==> config.mk <==
export PLATFORM = sky130hd
export DESIGN_NAME = ient_seq
export DESIGN_NICKNAME = d
export VERILOG_FILES = /design/src/rtl/ient_pkg.sv /design/src/rtl/ient_timing.sv /design/src/rtl/ient_ctrl.sv /design/src/rtl/ient_datapath.sv /design/src/rtl/ient_seq.sv
export SDC_FILE = /design/constraint.sdc
export NUM_CORES = 1
export LEC_CHECK = 0
export BUFFER_PORTS_ARGS = -buffer_cell sky130_fd_sc_hd__buf_2
export CORE_UTILIZATION = 38
export DETAILED_ROUTE_END_ITERATION = 7
export PLACE_DENSITY_LB_ADDON = 0.08
export SYNTH_ARGS = -nofsm -noshare
export SYNTH_HDL_FRONTEND = slang
export SYNTH_SLANG_ARGS = --single-unit
==> constraint.sdc <==
create_clock -name clk -period 4.82 [get_ports clk]
set_clock_uncertainty 0.05 [all_clocks]
set_input_delay 0.964 -clock clk [delete_from_list [all_inputs] [get_ports clk]]
set_output_delay 0.964 -clock clk [all_outputs]
set_load 0.05 [all_outputs]
==> src/rtl/ient_pkg.sv <==
package ient_pkg;

  typedef enum logic [2:0] {
    PH_IDLE,
    PH_INFO,
    PH_GAP,
    PH_PUSH1,
    PH_PUSH2,
    PH_VLO,
    PH_VHI,
    PH_TAIL
  } ient_phase_e;

  localparam logic [2:0] SRC_LEVEL  = 3'd0;
  localparam logic [2:0] SRC_WDOG   = 3'd1;
  localparam logic [2:0] SRC_PLAIN  = 3'd2;
  localparam logic [2:0] SRC_DEBUG  = 3'd3;
  localparam logic [2:0] SRC_AMATCH = 3'd4;
  localparam logic [2:0] SRC_STEP   = 3'd5;

  localparam logic [2:0] IPL_WDOG   = 3'd7;

endpackage

==> src/rtl/ient_timing.sv <==
module ient_timing
  import ient_pkg::*;
#(
  parameter int DURW     = 4,
  parameter int BASE_DUR = 2,
  parameter int TAIL_DUR = 6
) (
  input  logic [2:0]      src,
  input  logic            bus8,
  input  logic            sp_odd,
  input  logic            vec_odd,
  output logic [DURW-1:0] dur_push1,
  output logic [DURW-1:0] dur_vlo,
  output logic [DURW-1:0] dur_tail
);

  logic [DURW-1:0] extra;

  always_comb begin
    case (src)
      SRC_DEBUG:           extra = DURW'(2);
      SRC_AMATCH, SRC_STEP: extra = DURW'(1);
      default:             extra = '0;
    endcase
  end

  // A narrow bus always pays the misaligned penalty on both the stack and vector side.
  assign dur_push1 = DURW'(BASE_DUR) + DURW'(bus8 | sp_odd);
  assign dur_vlo   = DURW'(BASE_DUR) + DURW'(bus8 | vec_odd);
  assign dur_tail  = DURW'(TAIL_DUR) + extra;

endmodule

==> src/rtl/ient_ctrl.sv <==
module ient_ctrl
  import ient_pkg::*;
#(
  parameter int DURW     = 4,
  parameter int CW       = 6,
  parameter int BASE_DUR = 2
) (
  input  logic            clk,
  input  logic            rst,
  input  logic            start,
  input  logic [DURW-1:0] dur_push1,
  input  logic [DURW-1:0] dur_vlo,
  input  logic [DURW-1:0] dur_tail,
  output ient_phase_e     phase_q,
  output ient_phase_e     phase_d,
  output logic            enter,
  output logic            first,
  output logic            fin,
  output logic [CW-1:0]   elapsed
);

  logic [DURW-1:0] cnt_q;
  logic [DURW-1:0] dur_cur;
  logic            last;
  ient_phase_e     nxt;

  always_comb begin
    case (phase_q)
      PH_PUSH1: dur_cur = dur_push1;
      PH_VLO:   dur_cur = dur_vlo;
      PH_TAIL:  dur_cur = dur_tail;
      default:  dur_cur = DURW'(BASE_DUR);
    endcase
  end

  always_comb begin
    case (phase_q)
      PH_INFO:  nxt = PH_GAP;
      PH_GAP:   nxt = PH_PUSH1;
      PH_PUSH1: nxt = PH_PUSH2;
      PH_PUSH2: nxt = PH_VLO;
      PH_VLO:   nxt = PH_VHI;
      PH_VHI:   nxt = PH_TAIL;
      default:  nxt = PH_IDLE;
    endcase
  end

  assign last  = (cnt_q == dur_cur - DURW'(1));
  assign first = (cnt_q == '0);
  assign fin   = (phase_q == PH_TAIL) && last;

  always_comb begin
    phase_d = phase_q;
    if (start)
      phase_d = PH_INFO;
    else if (phase_q != PH_IDLE && last)
      phase_d = nxt;
  end

  assign enter = (phase_d != phase_q) && (phase_d != PH_IDLE);

  always_ff @(posedge clk) begin
    if (rst) begin
      phase_q <= PH_IDLE;
      cnt_q   <= '0;
      elapsed <= '0;
    end else begin
      phase_q <= phase_d;
      if (start) begin
        cnt_q   <= '0;
        elapsed <= '0;
      end else if (phase_q != PH_IDLE) begin
        elapsed <= elapsed + CW'(1);
        cnt_q   <= last ? '0 : cnt_q + DURW'(1);
      end
    end
  end

endmodule

==> src/rtl/ient_datapath.sv <==
module ient_datapath
  import ient_pkg::*;
#(
  parameter int AW  = 20,
  parameter int DW  = 16,
  parameter int SPW = 16,
  parameter int CW  = 6,
  parameter int PCH = AW - DW,
  parameter int FLW = DW - PCH
) (
  input  logic            clk,
  input  logic            rst,
  input  logic            start,
  input  ient_phase_e     phase_q,
  input  ient_phase_e     phase_d,
  input  logic            enter,
  input  logic            first,
  input  logic            fin,
  input  logic [CW-1:0]   elapsed,
  input  logic [2:0]      src,
  input  logic [2:0]      level,
  input  logic [2:0]      ipl_in,
  input  logic [SPW-1:0]  sp_in,
  input  logic [AW-1:0]   vec_in,
  input  logic [AW-1:0]   pc_in,
  input  logic [FLW-1:0]  flags_in,
  input  logic            bus8,
  input  logic            queue_ready,
  input  logic [DW-1:0]   bus_rdata,
  output logic [2:0]      src_l,
  output logic            bus8_l,
  output logic            sp_odd,
  output logic            vec_odd,
  output logic [AW-1:0]   bus_addr,
  output logic [DW-1:0]   bus_wdata,
  output logic            bus_rd,
  output logic            bus_wr,
  output logic            done,
  output logic [CW-1:0]   cycles,
  output logic [2:0]      ipl_out,
  output logic [AW-1:0]   pc_out,
  output logic [SPW-1:0]  sp_out
);

  logic [2:0]     lvl_l;
  logic [2:0]     ipl_l;
  logic [SPW-1:0] sp_l;
  logic [AW-1:0]  vec_l;
  logic [AW-1:0]  pc_l;
  logic [FLW-1:0] flg_l;
  logic [DW-1:0]  lo_q;
  logic [PCH-1:0] hi_q;
  logic [SPW-1:0] sp_m2;
  logic [SPW-1:0] sp_m4;
  logic [2:0]     ipl_new;
  logic           unused_hi;

  assign sp_m2     = sp_l - SPW'(2);
  assign sp_m4     = sp_l - SPW'(4);
  assign sp_odd    = sp_l[0];
  assign vec_odd   = vec_l[0];
  assign unused_hi = &{1'b0, bus_rdata[DW-1:PCH]};

  always_comb begin
    case (src_l)
      SRC_LEVEL: ipl_new = lvl_l;
      SRC_WDOG:  ipl_new = IPL_WDOG;
      default:   ipl_new = ipl_l;
    endcase
  end

  // Request latch: captured once per accepted strobe.
  always_ff @(posedge clk) begin
    if (rst) begin
      src_l  <= '0;
      lvl_l  <= '0;
      ipl_l  <= '0;
      sp_l   <= '0;
      vec_l  <= '0;
      pc_l   <= '0;
      flg_l  <= '0;
      bus8_l <= 1'b0;
    end else if (start) begin
      src_l  <= src;
      lvl_l  <= level;
      ipl_l  <= ipl_in;
      sp_l   <= sp_in;
      vec_l  <= vec_in;
      pc_l   <= pc_in;
      flg_l  <= flags_in;
      bus8_l <= bus8;
    end
  end

  // Bus drive: one strobe cycle at the start of each phase.
  always_ff @(posedge clk) begin
    if (rst) begin
      bus_addr  <= '0;
      bus_wdata <= '0;
      bus_rd    <= 1'b0;
      bus_wr    <= 1'b0;
    end else begin
      bus_rd <= 1'b0;
      bus_wr <= 1'b0;
      if (enter) begin
        case (phase_d)
          PH_INFO: begin
            bus_rd   <= 1'b1;
            bus_addr <= '0;
          end
          PH_GAP: begin
            bus_rd   <= queue_ready;
            bus_addr <= pc_l;
          end
          PH_PUSH1: begin
            bus_wr    <= 1'b1;
            bus_addr  <= AW'(sp_m2);
            bus_wdata <= {flg_l, pc_l[AW-1:DW]};
          end
          PH_PUSH2: begin
            bus_wr    <= 1'b1;
            bus_addr  <= AW'(sp_m4);
            bus_wdata <= pc_l[DW-1:0];
          end
          PH_VLO: begin
            bus_rd   <= 1'b1;
            bus_addr <= vec_l;
          end
          PH_VHI: begin
            bus_rd   <= 1'b1;
            bus_addr <= vec_l + AW'(2);
          end
          default: ;
        endcase
      end
    end
  end

  // Vector capture and result registers.
  always_ff @(posedge clk) begin
    if (rst) begin
      lo_q    <= '0;
      hi_q    <= '0;
      done    <= 1'b0;
      cycles  <= '0;
      ipl_out <= '0;
      pc_out  <= '0;
      sp_out  <= '0;
    end else begin
      if (phase_q == PH_VLO && first)
        lo_q <= bus_rdata;
      if (phase_q == PH_VHI && first)
        hi_q <= bus_rdata[PCH-1:0];
      done <= fin;
      if (fin) begin
        cycles  <= elapsed + CW'(1);
        ipl_out <= ipl_new;
        pc_out  <= {hi_q, lo_q};
        sp_out  <= sp_m4;
      end
    end
  end

endmodule

==> src/rtl/ient_seq.sv <==
module ient_seq
  import ient_pkg::*;
#(
  parameter int AW       = 20,
  parameter int DW       = 16,
  parameter int SPW      = 16,
  parameter int CW       = 6,
  parameter int DURW     = 4,
  parameter int BASE_DUR = 2,
  parameter int TAIL_DUR = 6,
  parameter int FLW      = DW - (AW - DW)
) (
  input  logic            clk,
  input  logic            rst,
  input  logic            accept,
  input  logic [2:0]      src,
  input  logic [2:0]      level,
  input  logic [2:0]      ipl_in,
  input  logic [SPW-1:0]  sp_in,
  input  logic [AW-1:0]   vec_in,
  input  logic [AW-1:0]   pc_in,
  input  logic [FLW-1:0]  flags_in,
  input  logic            bus8,
  input  logic            queue_ready,
  input  logic [DW-1:0]   bus_rdata,
  output logic [AW-1:0]   bus_addr,
  output logic [DW-1:0]   bus_wdata,
  output logic            bus_rd,
  output logic            bus_wr,
  output logic            busy,
  output logic            done,
  output logic [CW-1:0]   cycles,
  output logic [2:0]      ipl_out,
  output logic [AW-1:0]   pc_out,
  output logic [SPW-1:0]  sp_out
);

  ient_phase_e     phase_q;
  ient_phase_e     phase_d;
  logic            enter;
  logic            first;
  logic            fin;
  logic            start;
  logic [CW-1:0]   elapsed;
  logic [2:0]      src_l;
  logic            bus8_l;
  logic            sp_odd;
  logic            vec_odd;
  logic [DURW-1:0] dur_push1;
  logic [DURW-1:0] dur_vlo;
  logic [DURW-1:0] dur_tail;

  assign busy  = (phase_q != PH_IDLE);
  assign start = accept && !busy;

  ient_timing #(
    .DURW(DURW), .BASE_DUR(BASE_DUR), .TAIL_DUR(TAIL_DUR)
  ) u_timing (
    .src(src_l), .bus8(bus8_l), .sp_odd(sp_odd), .vec_odd(vec_odd),
    .dur_push1(dur_push1), .dur_vlo(dur_vlo), .dur_tail(dur_tail)
  );

  ient_ctrl #(
    .DURW(DURW), .CW(CW), .BASE_DUR(BASE_DUR)
  ) u_ctrl (
    .clk(clk), .rst(rst), .start(start),
    .dur_push1(dur_push1), .dur_vlo(dur_vlo), .dur_tail(dur_tail),
    .phase_q(phase_q), .phase_d(phase_d), .enter(enter),
    .first(first), .fin(fin), .elapsed(elapsed)
  );

  ient_datapath #(
    .AW(AW), .DW(DW), .SPW(SPW), .CW(CW)
  ) u_dp (
    .clk(clk), .rst(rst), .start(start),
    .phase_q(phase_q), .phase_d(phase_d), .enter(enter),
    .first(first), .fin(fin), .elapsed(elapsed),
    .src(src), .level(level), .ipl_in(ipl_in), .sp_in(sp_in),
    .vec_in(vec_in), .pc_in(pc_in), .flags_in(flags_in), .bus8(bus8),
    .queue_ready(queue_ready), .bus_rdata(bus_rdata),
    .src_l(src_l), .bus8_l(bus8_l), .sp_odd(sp_odd), .vec_odd(vec_odd),
    .bus_addr(bus_addr), .bus_wdata(bus_wdata), .bus_rd(bus_rd),
    .bus_wr(bus_wr), .done(done), .cycles(cycles), .ipl_out(ipl_out),
    .pc_out(pc_out), .sp_out(sp_out)
  );

endmodule

==> flow_metrics.env, run 1 <==
export IMPL_status="finished, final reports clean"
export IMPL_cts_tree="yes"
export IMPL_final_period_utilization=0.923
export IMPL_leakage_nw=4.45
export IMPL_powerDensity_mw_per_mm2=341
export IMPL_die_w_um=156
export IMPL_grt_overflow=0
export IMPL_ys_warn_count=0
export IMPL_worstHoldStart="u_dp.lo_q[9]$_SDFFE_PP0P_"
export IMPL_num_rows=56
export IMPL_synthCells=1153
export IMPL_die_h_um=156
export IMPL_cts_hold_buf=0
export IMPL_numCtsBuffers=17
export IMPL_drt_total_wl_um=26900
export IMPL_synth_common_cells="284 x nand2_1, 195 x dfxtp_1, 154 x a21oi_1"
export IMPL_postCtsResizedCells=0
export IMPL_coreArea_mm2=0.0234
export IMPL_dp_cells=1597
export IMPL_portBuffers=182
export IMPL_hpwl_um=19200
export IMPL_ys_async_sr_fraction=0
export IMPL_clock_path_buffers=2
export IMPL_drcViolationCount=0
export IMPL_reg2reg_slack_ps=370
export IMPL_path_buf_inv=3
export IMPL_worstMarginPinSlew_ps=1020
export IMPL_ys_types=72
export IMPL_fin_crit_ps=4450
export IMPL_p_total_mw=3.70
export IMPL_p_seq_frac=0.471
export IMPL_firstDrtPassIters=5
export IMPL_synth_top_area_share=0.431
export IMPL_syn2layout_area_growth_pct=20.0
export IMPL_rsz0062_at_grt="no"
export IMPL_cp_top_family="simple AND/OR/NAND/NOR gates"
export IMPL_gr_usage_all_layers=0.221
export IMPL_cp_startpoint="u_ctrl.phase_q[1]$_SDFF_PP0_"
export IMPL_p_int_mw=2.60
export IMPL_worstPathCellList="inv_1 > ha_1 > buf_4 > mux2_4 > nand2_1 > and3_1 > ha_1 > xor2_1 > and3b_1 > o2111ai_1 > nor2_1 > a2bb2oi_1 > nor2_1 > ha_1 > inv_1 > nor4_2 > or2_1 > nor2_1 > a211o_1 > a311oi_2"
export IMPL_hp_class="reg2reg"
export IMPL_synth_most_common_cell="nand2_1"
export IMPL_required_ps=5120
export IMPL_synth_seq_cells=195
export IMPL_diodes=0
export IMPL_die_area_mm2=0.0244
export IMPL_post_synth_top_area_cell="dfxtp_1"
export IMPL_synth_area_leaders="dfxtp_1 43%, nand2_1 12%, a21oi_1 8.5%, nor2_1 4.5%, clkbuf_1 2.5%"
export IMPL_worstSkewPairLatency_ps=430
export IMPL_hold_viol=0
export IMPL_crit_path_max_fanout=7
export IMPL_cts_setup_buffers=0
export IMPL_worstSetupPathType="reg2reg"
export IMPL_tns_ps=0
export IMPL_ant_nets=0
export IMPL_syn_area_mm2=0.00905
export IMPL_cp_start_kind="flip-flop"
export IMPL_clock_power_share=0.392
export IMPL_slew_viol_final=0
export IMPL_cp_arrival_ps=4750
export IMPL_slowest_stage="nor4_2"
export IMPL_n_fill_cell=2490
export IMPL_root_buffer="clkbuf_16"
export IMPL_drive_gt1_frac=0.207
export IMPL_r2r_start="u_ctrl.phase_q[1]$_SDFF_PP0_"
export IMPL_maxCapViolCount=0
export IMPL_slew_headroom=0.320
export IMPL_setup_viol=0
export IMPL_ys_seq_area_frac=0.431
export IMPL_drt_initial_drc_count=468
export IMPL_ir_drop_mv=0.184
export IMPL_p_sw_mw=1.10
export IMPL_grt_max_degree=97
export IMPL_stdcell_count=1630
export IMPL_syn_nets=1268
export IMPL_avgSynthCellArea_um2=7.85
export IMPL_synthFlopType="dfxtp_1"
export IMPL_end_kind="flip-flop"
export IMPL_sw_frac_of_total=0.297
export IMPL_grt_pass1_wl_um=41900
export IMPL_routed_via_density=5.11
export IMPL_place_congestion=0.852
export IMPL_dr_total_vias=8325
export IMPL_timing_fmax_ghz=0.225
export IMPL_clk_pin_slew_ps=80
export IMPL_cts_htree_levels=4
export IMPL_whs_ps=397
export IMPL_num_io_pins=183
export IMPL_wl_per_cell_um=16.5
export IMPL_antenna_found_initial=0
export IMPL_grt_pass1_vias=7743
export IMPL_fin_nets=1413
export IMPL_start_util=0.387
export IMPL_power_frac_comb=0.137
export IMPL_numClockSinks=195
export IMPL_synth_edf_count=0
export IMPL_max_stage_delay_ps=400
[layout make-up]
cell class,count,area (um2),share of cell area
tap,319,399,0.0367
clock inverter,14,161,0.0149
sequential,195,3910,0.359
clock buffer,18,439,0.0404
multi-input combinational,860,4750,0.437
inverter,17,63.8,0.00587
timing repair buffer,207,1150,0.106
[cells by family (layout without fill, tap and decap cells)]
| family | Yosys count | after routing | share of synthesized area |
|---|---|---|---|
| AND/OR/NAND/NOR | 490 | 490 | 0.229 |
| buffers and inverters | 98 | 256 | 0.0480 |
| flip-flops | 195 | 195 | 0.431 |
| adder cells (fa/ha/maj) | 17 | 17 | 0.0235 |
| XOR/XNOR | 31 | 31 | 0.0300 |
| multiplexers | 38 | 38 | 0.0448 |
| AO/OA/AOI/OAI | 284 | 284 | 0.194 |
[metal layers]
metal / GRT usage / vias to the layer above / part of all wire
met3: 0.0296 / 25 / 0.038
met4: 0.0696 / 0 / 0.019
met2: 0.374 / 191 / 0.48
met5: 0 / - / 0
met1: 0.291 / 3873 / 0.46
li1: - / 4236 / -
[worst reg2reg max path, cell delays in order, from the launching register on]
cell       delay [ps]
dfxtp_2           370
inv_1              80
ha_1              190
buf_4             150
mux2_4            280
nand2_1            70
and3_1            160
ha_1              160
xor2_1            170
and3b_1           200
o2111ai_1         170
nor2_1            250
a2bb2oi_1         100
nor2_1            240
ha_1              230
inv_1              60
nor4_2            400
or2_1             330
nor2_1            140
a211o_1           330
a311oi_2          240
[power groups by stage]
stage	clock network [mW]	logic, mW	registers [mW]
5_1_grt	1.55	0.560	1.75
6_report	1.45	0.506	1.74
4_1_cts	1.49	0.501	1.74
3_5_place_dp	0	0.499	1.78
3_3_place_gp	0	0.497	1.78
2_1_floorplan	0	0.297	1.80
[placed cells by master (no fill, tap or decap), types with 21 or more instances in the layout]
master / n
nand2_1: 283
dfxtp_1: 194
buf_2: 181
a21oi_1: 154
nor2_1: 106
o21ai_0: 35
buf_4: 22
nand3_1: 21
mux2i_1: 21
[state kept, by name, indices dropped and copies added (netlist names), 4 cells and up]
register / count
u_ctrl.cnt_q: 4
u_ctrl.elapsed: 6
u_dp.bus_addr: 20
u_dp.bus_wdata: 16
u_dp.cycles: 6
u_dp.flg_l: 12
u_dp.hi_q: 4
u_dp.lo_q: 16
u_dp.pc_l: 20
u_dp.pc_out: 20
u_dp.sp_l: 16
u_dp.sp_out: 16
u_dp.vec_l: 20
[stage by stage]
step	setup slack (ps)	cell area, um2	utilization
after global routing	64.1	10900	0.464
after global placement	255	10200	0.436
final	369	10900	0.464
after CTS	108	10800	0.462
after floorplan	200	9050	-
after detailed placement	139	10200	0.436
[path summary, 6_finish.rpt]
check / to / depth (start not counted)
min reg2reg: u_dp.pc_out[9]$_SDFFE_PP0P_ / 2
max reg2reg: u_dp.bus_addr[4]$_SDFFE_PP0P_ / 20
min: u_dp.pc_out[9]$_SDFFE_PP0P_ / 2
max: u_dp.bus_addr[4]$_SDFFE_PP0P_ / 20
Power figures use the tool's default switching activity.
==> run 2: changes to the inputs <==
Settings changed: CORE_UTILIZATION 38 to 50.
==> flow_metrics.env, run 2 (synthesis gave the netlist of run 1 again) <==
export IMPL_firstDrtPassIters=5
export IMPL_p_total_mw=3.65
export IMPL_place_congestion=0.874
export IMPL_cts_tree="yes"
export IMPL_multi_input_area_mm2=0.00474
export IMPL_final_cell_mix="283 x nand2_1, 195 x dfxtp_1, 181 x buf_2"
export IMPL_maxCapViolCount=0
export IMPL_grt_pass1_vias=7598
export IMPL_grt_overflow=0
export IMPL_grt_pass1_wl_um=39600
export IMPL_hpwl_um=17700
export IMPL_leakage_nw=4.42
export IMPL_tns_ps=0
export IMPL_max_stage_delay_ps=400
export IMPL_dr_total_vias=8452
export IMPL_setup_viol=0
export IMPL_whs_ps=396
export IMPL_dpl_cell_area_mm2=0.0101
export IMPL_crit_path_max_fanout=8
export IMPL_n_fill_cell=1704
export IMPL_path_buf_inv=1
export IMPL_start_util=0.518
export IMPL_end_kind="flip-flop"
export IMPL_final_common_cell="nand2_1"
export IMPL_fin_nets=1410
export IMPL_hp_class="reg2reg"
export IMPL_die_h_um=137
export IMPL_cts_htree_levels=4
export IMPL_worstPathCellList="ha_1 > nor2b_2 > nand2_1 > and3_1 > ha_1 > xor2_1 > and3b_1 > o2111a_2 > nand2_2 > nor2_2 > a2bb2oi_1 > nor2_1 > ha_1 > inv_1 > nor4_2 > or2_1 > nor2_1 > a211o_1 > a311oi_2"
export IMPL_antenna_found_initial=0
export IMPL_powerDensity_mw_per_mm2=342
export IMPL_ir_drop_mv=0.259
export IMPL_numCtsBuffers=17
export IMPL_drive_gt1_frac=0.204
export IMPL_drcViolationCount=0
export IMPL_cts_hold_buf=0
export IMPL_grt_max_degree=85
export IMPL_critPathMostFrequentCell="ha_1"
export IMPL_seq_area_mm2=0.00390
export IMPL_fin_area_mm2=0.0107
export IMPL_worstSkewPairLatency_ps=440
export IMPL_routed_via_density=5.51
export IMPL_syn2layout_area_growth_pct=17.9
export IMPL_required_ps=5120
export IMPL_die_w_um=137
export IMPL_dp_cells=1501
export IMPL_timing_fmax_ghz=0.224
export IMPL_clock_path_buffers=2
export IMPL_fin_crit_ps=4460
export IMPL_drt_total_wl_um=24900
export IMPL_die_area_mm2=0.0186
export IMPL_num_io_pins=183
export IMPL_final_period_utilization=0.925
export IMPL_stdcell_count=1533
export IMPL_numClockSinks=195
export IMPL_portBuffers=182
export IMPL_worstSetupPathType="reg2reg"
export IMPL_status="finished, final reports clean"
export IMPL_num_rows=48
export IMPL_gr_usage_all_layers=0.273
export IMPL_root_buffer="clkbuf_16"
export IMPL_slew_viol_final=0
export IMPL_cp_top_family="simple AND/OR/NAND/NOR gates"
export IMPL_coreArea_mm2=0.0175
export IMPL_clk_pin_slew_ps=80
export IMPL_ant_nets=0
export IMPL_cp_start_kind="flip-flop"
export IMPL_drt_initial_drc_count=532
export IMPL_hold_viol=0
export IMPL_cp_arrival_ps=4760
export IMPL_worstMarginPinSlew_ps=871
export IMPL_diodes=0
export IMPL_wl_per_cell_um=16.3
export IMPL_slew_headroom=0.418
export IMPL_slowest_stage="dfxtp_1"
export IMPL_rsz0062_at_grt="no"
run 2: per-layer routing:
metal  GRT usage  share of wire  wire length (um)
met1       0.364           0.45             11100
met2       0.446           0.48             11900
met3      0.0452          0.055              1380
met4      0.0969          0.021               519
met5           0              0                 0
run 2: cell type report:
| cell class | count | area share |
|---|---|---|
| multi-input cells | 860 | 0.444 |
| well taps | 225 | 0.0264 |
| flip-flops and latches | 195 | 0.366 |
| repair buffers | 204 | 0.103 |
| inverters | 17 | 0.00598 |
| clock buffers | 18 | 0.0402 |
| clock inverters | 14 | 0.0144 |
run 2: timing repair:
item,CTS,global route
endpoints found under the setup margin,0,36
gates resized for setup,0,8
setup buffers,0,0
hold endpoints to repair,0,0
run 2: power breakdown:
| group | internal [mW] | switching [mW] | total [mW] |
|---|---|---|---|
| Combinational | 0.168 | 0.319 | 0.487 |
| Clock | 0.700 | 0.715 | 1.42 |
| Sequential | 1.67 | 0.0716 | 1.74 |
run 2: final timing paths:
| kind | start | end | slack (ps) | cells past startpoint |
|---|---|---|---|---|
| hold / removal | u_dp.lo_q[14]$_SDFFE_PP0P_ | u_dp.pc_out[14]$_SDFFE_PP0P_ | 400 | 2 |
| hold reg to reg | u_dp.lo_q[14]$_SDFFE_PP0P_ | u_dp.pc_out[14]$_SDFFE_PP0P_ | 400 | 2 |
| setup reg to reg | u_ctrl.phase_q[0]$_SDFF_PP0_ | u_dp.bus_addr[4]$_SDFFE_PP0P_ | 360 | 19 |
| setup / recovery | u_ctrl.phase_q[0]$_SDFF_PP0_ | u_dp.bus_addr[4]$_SDFFE_PP0P_ | 360 | 19 |
run 2: tightest hold or removal path, cell delays in order, from the launching register on:
cell and delay [ps]:
dfxtp_1 310, nand2_1 50, a21oi_1 50
run 2: stage by stage:
| step | setup slack (ps) | utilization |
|---|---|---|
| 6_report | 360 | 0.610 |
| 4_1_cts | 134 | 0.609 |
| 2_1_floorplan | 200 | - |
| 3_3_place_gp | 335 | 0.576 |
| 5_1_grt | 5.31 | 0.610 |
| 3_5_place_dp | 145 | 0.576 |
==> run 3: changes to the inputs <==
Settings changed: PLACE_DENSITY set to 0.77, PLACE_DENSITY_LB_ADDON 0.08 to not set, SKIP_LAST_GASP set to 1, SLEW_MARGIN set to 20.
==> flow_metrics.env, run 3 (synthesis gave the netlist of run 1 again) <==
export IMPL_status="finished, final reports clean"
export IMPL_clk_pin_slew_ps=80
export IMPL_hpwl_um=17500
export IMPL_drcViolationCount=0
export IMPL_reg2reg_depth=22
export IMPL_n_fill_cell=1588
export IMPL_routed_via_density=5.55
export IMPL_maxCapViolCount=0
export IMPL_start_util=0.518
export IMPL_timing_fmax_ghz=0.220
export IMPL_cts_hold_buf=0
export IMPL_cp_arrival_ps=4780
export IMPL_cts_htree_levels=4
export IMPL_worstSkewPairLatency_ps=440
export IMPL_dpl_worst_slack_ps=-15.1
export IMPL_gr_usage_all_layers=0.266
export IMPL_wl_per_cell_um=16.2
export IMPL_place_congestion=0.979
export IMPL_coreArea_mm2=0.0175
export IMPL_whs_ps=396
export IMPL_seq_area_mm2=0.00391
export IMPL_drt_initial_drc_count=662
export IMPL_slew_headroom=0.287
export IMPL_multi_input_area_mm2=0.00477
export IMPL_dpl_cell_area_mm2=0.0101
export IMPL_firstDrtPassIters=5
export IMPL_final_common_cell="nand2_1"
export IMPL_hp_class="reg2reg"
export IMPL_crit_path_max_fanout=16
export IMPL_ant_nets=0
export IMPL_ir_drop_mv=0.253
export IMPL_num_rows=48
export IMPL_min_path_cells=2
export IMPL_cp_start_kind="flip-flop"
export IMPL_grt_pass1_vias=7454
export IMPL_antenna_found_initial=0
export IMPL_numCtsBuffers=17
export IMPL_numClockSinks=195
export IMPL_die_h_um=137
export IMPL_num_io_pins=183
export IMPL_powerDensity_mw_per_mm2=344
export IMPL_drt_total_wl_um=24800
export IMPL_die_area_mm2=0.0186
export IMPL_dr_total_vias=8520
export IMPL_worstSetupPathType="reg2reg"
export IMPL_die_w_um=137
export IMPL_end_kind="flip-flop"
export IMPL_fin_nets=1411
export IMPL_diodes=0
export IMPL_cts_tree="yes"
export IMPL_fin_area_mm2=0.0107
export IMPL_fin_crit_ps=4550
export IMPL_required_ps=5050
export IMPL_leakage_nw=4.43
export IMPL_final_period_utilization=0.943
export IMPL_grt_max_degree=143
export IMPL_portBuffers=182
export IMPL_clock_path_buffers=2
export IMPL_slew_viol_final=0
export IMPL_grt_overflow=0
export IMPL_final_cell_mix="283 x nand2_1, 194 x dfxtp_1, 181 x buf_2"
export IMPL_syn2layout_area_growth_pct=18.6
export IMPL_drive_gt1_frac=0.210
export IMPL_grt_pass1_wl_um=38400
export IMPL_hold_viol=0
export IMPL_timing_final_ws_setup_ps=273
export IMPL_worstMarginPinSlew_ps=1070
export IMPL_root_buffer="clkbuf_16"
export IMPL_setup_viol=0
-- run 3: cell types whose count changed in the layout (fill, tap and decap cells not counted), sizes merged --
cell    previous run  this run
clkinv             3         5
clkbuf            18        17
buf              204       205
inv               27        25
bufinv             0         1
-- run 3: worst max-delay path: stages, from the launching register on --
cell	delay [ps]
dfxtp_2	370
inv_1	90
ha_1	200
buf_4	160
mux2_4	280
nand2_1	70
and3_1	150
ha_1	160
xor2_1	200
and3b_1	210
o2111a_2	250
nand2_2	70
nor2_2	160
a2bb2oi_1	170
nor2_1	100
ha_1	240
inv_1	240
nor4_4	100
nor2_2	260
buf_4	300
mux2_2	360
mux2i_1	130
nor2_1	60
-- run 3: layout make-up --
class,count,area share
multi-input combinational,860,0.444
sequential,195,0.364
timing repair buffer,205,0.103
clock buffer,17,0.0396
tap,225,0.0262
clock inverter,15,0.0171
inverter,17,0.00629
-- run 3: final timing paths --
kind                                     start                         endpoint  slack, ps
setup / recovery  u_ctrl.phase_q[1]$_SDFF_PP0_  u_dp.bus_wdata[14]$_SDFFE_PP0P_        270
hold / removal       u_dp.lo_q[7]$_SDFFE_PP0P_      u_dp.pc_out[7]$_SDFFE_PP0P_        400
setup reg to reg  u_ctrl.phase_q[1]$_SDFF_PP0_  u_dp.bus_wdata[14]$_SDFFE_PP0P_        270
hold reg to reg      u_dp.lo_q[7]$_SDFFE_PP0P_      u_dp.pc_out[7]$_SDFFE_PP0P_        400
-- run 3: through the flow --
step           utilization  TNS, ps  instances  total power [mW]
2_1_floorplan            -        0       1153              2.09
3_3_place_gp         0.575        0       1499              2.25
3_5_place_dp         0.575    -23.1       1499              2.26
4_1_cts              0.610        0       1531              3.70
5_1_grt              0.614     -229       1534              3.84
6_report             0.614        0       1534              3.70
-- run 3: power breakdown --
group	switching (mW)	internal [mW]	leakage (nW)
sequential	0.0747	1.67	1.59
clock	0.709	0.750	0.301
combinational	0.322	0.169	2.55
total	1.11	2.59	4.43
-- run 3: metal layers --
metal / vias to the layer above / global-route usage / share of wire / wire [um]
li1: 4238 / - / - / -
met1: 3903 / 0.362 / 0.45 / 11100
met2: 341 / 0.418 / 0.46 / 11400
met3: 38 / 0.0419 / 0.068 / 1700
met4: 0 / 0.107 / 0.026 / 643
met5: - / 0 / 0 / 0
-- run 3: what timing repair did --
item | in CTS | in global routing
setup buffers | 0 | 3
pin swaps | 0 | 0
resized for setup | 1 | 14
endpoints found under the setup margin | 2 | 36
